`src/rtl/txMailboxPkg.sv`:
```
package txMailboxPkg;
  localparam int NUM_MB    = 3;
  localparam int IDX_W     = 2;
  localparam int WORD_W    = 32;
  localparam int LANE_W    = 8;
  localparam int EV_W      = 4;
  localparam int STOP_POS  = 7;
  localparam int NUM_LSB   = 24;
  localparam int EMPTY_LSB = NUM_LSB + IDX_W;
  localparam int LAST_LSB  = EMPTY_LSB + NUM_MB;
  // event bit positions inside a lane
  localparam int EV_FIN = 0;
  localparam int EV_OK  = 1;
  localparam int EV_ARB = 2;
  localparam int EV_ERR = 3;

  typedef struct packed {
    logic [NUM_MB-1:0] enq;
    logic [NUM_MB-1:0] rel;
    logic [NUM_MB-1:0] setStop;
    logic [NUM_MB-1:0] setFin;
    logic [NUM_MB-1:0] setOk;
    logic [NUM_MB-1:0] setArb;
    logic [NUM_MB-1:0] setErr;
    logic [WORD_W-1:0] clrMask;
  } ctrlStbT;

  function automatic logic [WORD_W-1:0] evMask();
    logic [WORD_W-1:0] w = '0;
    for (int m = 0; m < NUM_MB; m++) w[m*LANE_W +: EV_W] = '1;
    return w;
  endfunction

  function automatic logic [WORD_W-1:0] rsvMask();
    logic [WORD_W-1:0] w = '0;
    for (int m = 0; m < NUM_MB; m++) w[m*LANE_W+EV_W +: STOP_POS-EV_W] = '1;
    return w;
  endfunction
endpackage

```
`src/rtl/txMailboxCtrl.sv`:
```
module txMailboxCtrl
  import txMailboxPkg::*;
(
  input  logic [NUM_MB-1:0] loadStb,
  input  logic [NUM_MB-1:0] doneStb,
  input  logic [NUM_MB-1:0] errStb,
  input  logic [NUM_MB-1:0] arbLostStb,
  input  logic [NUM_MB-1:0] stopReq,
  input  logic [NUM_MB-1:0] emptyQ,
  input  logic [NUM_MB-1:0] stopQ,
  input  logic              clrWrEn,
  input  logic [WORD_W-1:0] clrWrData,
  output ctrlStbT           stb
);
  logic [NUM_MB-1:0] pendV;
  assign pendV = ~emptyQ;

  always_comb begin
    stb = '0;
    stb.clrMask = clrWrEn ? clrWrData : '0;
    for (int m = 0; m < NUM_MB; m++) begin
      stb.enq[m]     = loadStb[m] & emptyQ[m];
      stb.setStop[m] = stopReq[m] & pendV[m];
      stb.setOk[m]   = doneStb[m] & pendV[m];
      stb.setErr[m]  = errStb[m] & pendV[m];
      stb.setArb[m]  = arbLostStb[m] & pendV[m];
      stb.setFin[m]  = pendV[m] & (doneStb[m] | errStb[m] | (arbLostStb[m] & stopQ[m]));
      stb.rel[m]     = pendV[m] & (doneStb[m] | (stopQ[m] & (errStb[m] | arbLostStb[m])));
    end
  end
endmodule

```
`src/rtl/txMailboxDatapath.sv`:
```
module txMailboxDatapath
  import txMailboxPkg::*;
(
  input  logic              clk,
  input  logic              rstN,
  input  ctrlStbT           stb,
  output logic [NUM_MB-1:0] emptyQ,
  output logic [NUM_MB-1:0] stopQ,
  output logic [WORD_W-1:0] statusWord,
  output logic              nextSendValid,
  output logic [IDX_W-1:0]  nextSendIdx
);
  localparam logic [WORD_W-1:0] EV_MASK = evMask();

  logic [WORD_W-1:0] evQ, evNext, setW;
  logic [NUM_MB-1:0][NUM_MB-1:0] olderQ, olderNext;  // olderQ[i][j]: i loaded before j
  logic [NUM_MB-1:0] pendV, headV, tailV, lastV;
  logic [IDX_W-1:0]  headIdx, freeIdx, numIdx;

  assign pendV = ~emptyQ;

  always_comb begin
    setW = '0;
    for (int m = 0; m < NUM_MB; m++) begin
      setW[m*LANE_W + EV_FIN] = stb.setFin[m];
      setW[m*LANE_W + EV_OK]  = stb.setOk[m];
      setW[m*LANE_W + EV_ARB] = stb.setArb[m];
      setW[m*LANE_W + EV_ERR] = stb.setErr[m];
    end
    evNext = ((evQ & ~stb.clrMask) | setW) & EV_MASK;
  end

  always_comb begin
    olderNext = olderQ;
    for (int i = 0; i < NUM_MB; i++) begin
      if (stb.enq[i]) begin
        for (int j = 0; j < NUM_MB; j++) begin
          if (j != i) begin
            olderNext[i][j] = stb.enq[j] && (j > i);
            olderNext[j][i] = !stb.enq[j] || (j < i);
          end
        end
      end
    end
  end

  always_ff @(posedge clk) begin
    if (!rstN) begin
      emptyQ <= '1;
      stopQ  <= '0;
      evQ    <= '0;
      olderQ <= '0;
    end else begin
      evQ    <= evNext;
      olderQ <= olderNext;
      for (int m = 0; m < NUM_MB; m++) begin
        if (stb.rel[m])      emptyQ[m] <= 1'b1;
        else if (stb.enq[m]) emptyQ[m] <= 1'b0;
        stopQ[m] <= !stb.rel[m] && (stopQ[m] || stb.setStop[m]);
      end
    end
  end

  always_comb begin
    headV = pendV;
    tailV = pendV;
    for (int m = 0; m < NUM_MB; m++) begin
      for (int k = 0; k < NUM_MB; k++) begin
        if (k != m && pendV[k]) begin
          if (olderQ[k][m]) headV[m] = 1'b0;
          if (olderQ[m][k]) tailV[m] = 1'b0;
        end
      end
    end
    lastV = ($countones(pendV) >= 2) ? tailV : '0;
    headIdx = '0;
    freeIdx = '0;
    for (int m = NUM_MB - 1; m >= 0; m--) begin
      if (headV[m])  headIdx = IDX_W'(m);
      if (emptyQ[m]) freeIdx = IDX_W'(m);
    end
    numIdx = (|emptyQ) ? freeIdx : headIdx;
  end

  always_comb begin
    statusWord = evQ;
    for (int m = 0; m < NUM_MB; m++) statusWord[m*LANE_W + STOP_POS] = stopQ[m];
    statusWord[NUM_LSB +: IDX_W]    = numIdx;
    statusWord[EMPTY_LSB +: NUM_MB] = emptyQ;
    statusWord[LAST_LSB +: NUM_MB]  = lastV;
  end

  assign nextSendValid = |pendV;
  assign nextSendIdx   = headIdx;
endmodule

```
`src/rtl/txMailboxStatus.sv`:
```
module txMailboxStatus
  import txMailboxPkg::*;
(
  input  logic              clk,
  input  logic              rstN,
  input  logic [NUM_MB-1:0] loadStb,
  input  logic [NUM_MB-1:0] doneStb,
  input  logic [NUM_MB-1:0] errStb,
  input  logic [NUM_MB-1:0] arbLostStb,
  input  logic [NUM_MB-1:0] stopReq,
  input  logic              clrWrEn,
  input  logic [WORD_W-1:0] clrWrData,
  output logic [WORD_W-1:0] statusWord,
  output logic              nextSendValid,
  output logic [IDX_W-1:0]  nextSendIdx
);
  ctrlStbT           stb;
  logic [NUM_MB-1:0] emptyQ, stopQ;

  txMailboxCtrl ctrl_i (
    .loadStb(loadStb), .doneStb(doneStb), .errStb(errStb),
    .arbLostStb(arbLostStb), .stopReq(stopReq),
    .emptyQ(emptyQ), .stopQ(stopQ),
    .clrWrEn(clrWrEn), .clrWrData(clrWrData), .stb(stb)
  );

  txMailboxDatapath dp_i (
    .clk(clk), .rstN(rstN), .stb(stb),
    .emptyQ(emptyQ), .stopQ(stopQ), .statusWord(statusWord),
    .nextSendValid(nextSendValid), .nextSendIdx(nextSendIdx)
  );
endmodule

```
`config.mk`:
```
export PLATFORM = sky130hd
export DESIGN_NAME = txMailboxStatus
export DESIGN_NICKNAME = d
export VERILOG_FILES = /design/src/rtl/txMailboxPkg.sv /design/src/rtl/txMailboxCtrl.sv /design/src/rtl/txMailboxDatapath.sv /design/src/rtl/txMailboxStatus.sv
export SDC_FILE = /design/constraint.sdc
export NUM_CORES = 1
export LEC_CHECK = 0
export ABC_AREA = 1
export BUFFER_PORTS_ARGS = -buffer_cell sky130_fd_sc_hd__buf_4
export CAP_MARGIN = 20
export CORE_MARGIN = 4
export CORE_UTILIZATION = 25
export DETAILED_ROUTE_END_ITERATION = 10
export HOLD_SLACK_MARGIN = 0.08
export SYNTH_ARGS = -nofsm -noshare
export SYNTH_HDL_FRONTEND = slang
export SYNTH_HIERARCHICAL = 1
export SYNTH_SLANG_ARGS = --single-unit
```
`constraint.sdc`:
```
create_clock -name clk -period 3.8 [get_ports clk]
set_clock_uncertainty 0.2 [all_clocks]
set_input_delay 0.19 -clock clk [delete_from_list [all_inputs] [get_ports clk]]
set_output_delay 0.19 -clock clk [all_outputs]
set_load 0.01 [all_outputs]
```
After elaboration in Yosys (flattened, before gate mapping)
Cells that the tools add are included.

word-level totals
  register bits = 24
  input port bits = 50
  output and inout bits = 35
  word-level logic and storage cells = 117

cells by class
  $add $sub $neg = 2
  order comparisons = 1
  mux-type cells = 38
  bitwise gates (word level) = 44
  reduce and logical (&&, ||, !) cells = 21

operator list
  kind                                                                                   number
  32-bit by 1-bit adder with 32-bit output                                               1
  32-bit by 3-bit greater-or-equal comparator with 1-bit output (second input constant)  1
  1-bit 2-to-1 mux                                                                       28
  1-bit bitwise AND                                                                      27
  20-bit bitwise AND                                                                     1
  20-bit 2-to-1 mux                                                                      1
  20-bit inverter                                                                        1
  20-bit OR                                                                              1
  2-bit 2-to-1 mux                                                                       8
  1-bit OR                                                                               12
  2-bit OR reduction                                                                     5
  2-bit nonzero test                                                                     3
  3-bit OR reduction                                                                     2
  1-bit logical NOT                                                                      5
  1-bit logical AND                                                                      3
  1-bit logical OR                                                                       3
  3-bit 2-to-1 mux                                                                       1
  3-bit inverter                                                                         1
  1-bit by 1-bit adder with 2-bit output                                                 1
  1-bit inverter                                                                         1

Depth between registers and ports, before layout
  depth after elaboration = 9
  gate-level depth with buffers = 6
  gate-level depth less buffers = 6

Hierarchy
The synthesis kept the hierarchy.

modules (own cells, without submodules)
  module             instances  cells an instance  area each (um^2)  sequential area each (um^2)
  txMailboxDatapath  1          137                1046.0            480.5
  txMailboxCtrl      1          112                457.9             0.0

Worst setup path before layout
Ideal clock, no wire load.

  path type = reg2out
  from = register dp_i.emptyQ[0]
  to = output port statusWord[30]
  data arrival time = 1.266 ns
  data required time = 3.410 ns
  slack = 2.144 ns
  stages on the path, launching flop included = 5
  path buffers = 0
  cells stage by stage = dfxtp_1 -> inv_2 -> ha_1 -> a21oi_1 -> a211oi_1

on the way
  cells in the longest elaborated chain, start to end = 5
  elaborated cells on any way between the ends = 8

ends and longest elaborated chain
  what                                                                                                line                                              text
  start: declaration                                                                                  txMailboxDatapath.sv:7                            output logic [NUM_MB-1:0] emptyQ,
  start signal: assignment                                                                            txMailboxDatapath.sv:49                           emptyQ <= '1;
  start signal: indexed assignment                                                                    txMailboxDatapath.sv:57                           if (stb.rel[m]) emptyQ[m] <= 1'b1;
  start signal: indexed assignment                                                                    txMailboxDatapath.sv:58                           else if (stb.enq[m]) emptyQ[m] <= 1'b0;
  3-bit inverter *                                                                                    txMailboxDatapath.sv:20                           assign pendV = ~emptyQ;
  1-bit by 1-bit adder with 2-bit output (not written as such) or 1-bit 2-to-1 mux (tied branches)    txMailboxDatapath.sv:75, txMailboxDatapath.sv:69
  32-bit by 1-bit adder with 32-bit output (not written as such) or 1-bit 2-to-1 mux (tied branches)  txMailboxDatapath.sv:75, txMailboxDatapath.sv:71
  32-bit by 3-bit greater-or-equal comparator with 1-bit output or 1-bit 2-to-1 mux (tied branches)   txMailboxDatapath.sv:75, txMailboxDatapath.sv:69
  3-bit 2-to-1 mux *                                                                                  txMailboxDatapath.sv:75                           lastV = ($countones(pendV) >= 2) ? tailV : '0;
  end: declaration                                                                                    txMailboxStatus.sv:13                             output logic [WORD_W-1:0] statusWord,

Mark *: on every way between the ends. The rest lies on a longest branch, timed or not.

Worst setup path in the final report
Same ends and word-level chain as after synthesis.

==> impl_metrics.py <==
metrics = {
    "power": {
        "irDropWorstVdd_mv": 0.113,
        "p_sw_share_pct": 29.7,
        "pwr-share-comb_pct": 26.1,
        "p_int_mw": 0.447,
        "p_leak_nw": 1.10,
        "power.density_mw_per_mm2": 328,
        "p_sw_mw": 0.189,
        "clkPwrFrac_pct": 28.0,
        "power_frac_seq_pct": 45.9,
    },
    "sta": {
        "fmax_mhz": 448,
        "fin_crit_sh_pct": 58.8,
        "worst_slew_pin_slew_ps": 548,
        "rsz0062_at_grt": "no",
        "slew_viol_final": 0,
        "fin_tns_setup_ps": 0,
        "setup_violations": 0,
        "setup_ws_ps": 1570,
        "slew_headroom_pct": 63.2,
        "hold_viol": 0,
        "layout_min_cycle_time_ps": 2230,
    },
    "cells_and_area": {
        "n_fill_cell": 578,
        "area_growth_pct": 44.4,
        "nets": 324,
        "diodes": 0,
        "drive_gt1_share_pct": 23.5,
        "ff_latch_area_sq_um": 480,
        "final_common_cell": "buf_4",
        "final_cell_mix": "55 x buf_4, 48 x inv_1, 33 x nand2_1",
        "multi_input_area_sq_um": 553,
    },
    "logic_synthesis": {
        "synthCells": 208,
        "netlist_area_sq_mm": 0.00134,
        "yosys_warnings": 6,
        "avgSynthCellArea_sq_um": 6.45,
    },
    "place": {
        "dp_hpwl_um": 2620,
        "numPortBuffers": 55,
        "routabilityCongestion": 0.774,
        "dp_slack_ps": 1870,
    },
    "floorplanning": {
        "start_util_pct": 26.0,
        "num_rows": 26,
        "core_area_sq_mm": 0.00517,
        "fp.dieH_um": 81.3,
        "die_w_um": 81.3,
        "dieArea_sq_mm": 0.00661,
        "num_io_pins": 85,
    },
    "clock_tree": {
        "postCtsSetupBuffers": 0,
        "cts_buffers": 3,
        "clkTransAtPathRegs_ps": 90,
        "clock_latency_ps": 270,
        "clockBufferDepth": 2,
        "htreeDepth": 1,
        "clkSinkCount": 24,
        "cts-root-buf": "clkbuf_8",
        "cts_tree": "built",
    },
    "critical_path": {
        "cpMaxStageDelayCell": "dfxtp_1",
        "cp.arrival_ps": 1840,
        "cp_max_fo": 12,
        "cpLargestDelayFamily": "flip-flops",
        "worstPathRequired_ps": 3410,
        "path_cells": "inv_2, ha_1, a21oi_1, a211oi_1, buf_4",
        "worst_setup_path_start_kind": "register",
        "critPathKind": "reg -> out",
        "end_kind": "output pin",
        "cp_num_buf_inv": 2,
        "cp_slowest_stage_delay_ps": 580,
    },
    "grt": {
        "grt_start_max_net_pins": 20,
        "grt_pass1_vias": 1268,
        "grt_overflow": 0,
        "grt_usage_pct": 10.6,
        "antenna_found_initial": 0,
        "grt_pass1_wl_um": 5450,
    },
    "run": {
        "maxCapViolations": 0,
    },
    "route": {
        "drt_pre_antenna_iters": 4,
        "wl_per_cell_um": 9.92,
        "antenna_left": 0,
        "drc_errors": 0,
        "drt-vias-per-instance": 4.08,
        "drt_iter0_markers": 22,
        "vias": 1394,
        "wirelength_um": 3390,
    },
    "run_status": {
        "status": "completed",
    },
    "worst_hold_path": {
        "min-delay-path-class": "in -> reg",
    },
}
[worst min-delay path: stages]
cell and delay, ps:
buf_4 70, nand2_1 40, inv_1 130, a211oi_1 70
[per-stage QoR]
step | hold WS [ps] | total power [mW] | std cells | util, % | area (sq um)
2_1_floorplan | 134 | 0.393 | 216 | - | 1370
3_3_place_gp | 252 | 0.452 | 323 | 33.5 | 1730
3_5_place_dp | 257 | 0.454 | 323 | 33.5 | 1730
4_1_cts | 80.7 | 0.651 | 342 | 37.5 | 1940
5_1_grt | 97.3 | 0.686 | 342 | 37.5 | 1940
6_report | 82.0 | 0.636 | 342 | 37.5 | 1940
[flip-flops by register name (all words and copies together), names as in the netlist]
| signal | count |
|---|---|
| dp_i/stopQ | 3 |
| dp_i/evQ | 12 |
| dp_i/olderQ | 6 |
| dp_i/emptyQ | 3 |
[routing by layer]
| metal | global-route usage [%] | routed length, um |
|---|---|---|
| met2 | 18.6 | 1610 |
| met3 | 2.22 | 247 |
| met4 | 3.04 | 12 |
| met5 | 0 | 0 |
| met1 | 12.8 | 1520 |
[final cells by class]
cell class	instances	area share, %
Inverter	53	10.3
Timing Repair Buffer	70	29.1
Sequential cell	24	24.8
Clock buffer	4	2.84
Tap cell	70	4.52
Multi-Input combinational cell	121	28.5
[worst paths after layout]
path / endpoint / slack [ps] / cells after the start / startpoint
worst max-delay path: statusWord[30] / 1570 / 5 / dp_i/emptyQ[0]
worst min-delay path: dp_i/olderQ[3] / 80 / 4 / loadStb[1]
worst max register to register: dp_i/emptyQ[0] / 2270 / 5 / dp_i/emptyQ[0]
worst min register to register: dp_i/olderQ[2] / 270 / 2 / dp_i/olderQ[2]
[power groups by stage]
stage	logic (mW)	clock network [mW]	registers, mW
global placement	0.154	0	0.298
CTS	0.169	0.189	0.293
detailed placement	0.156	0	0.299
floorplan	0.0952	0	0.298
global route	0.188	0.202	0.297
finish	0.166	0.178	0.292
[what timing repair did]
item	CTS	global route
hold endpoints to repair	19	0
gates resized for setup	0	0
hold buffers	15	0
Note: power is estimated with default switching activity, not from simulation.
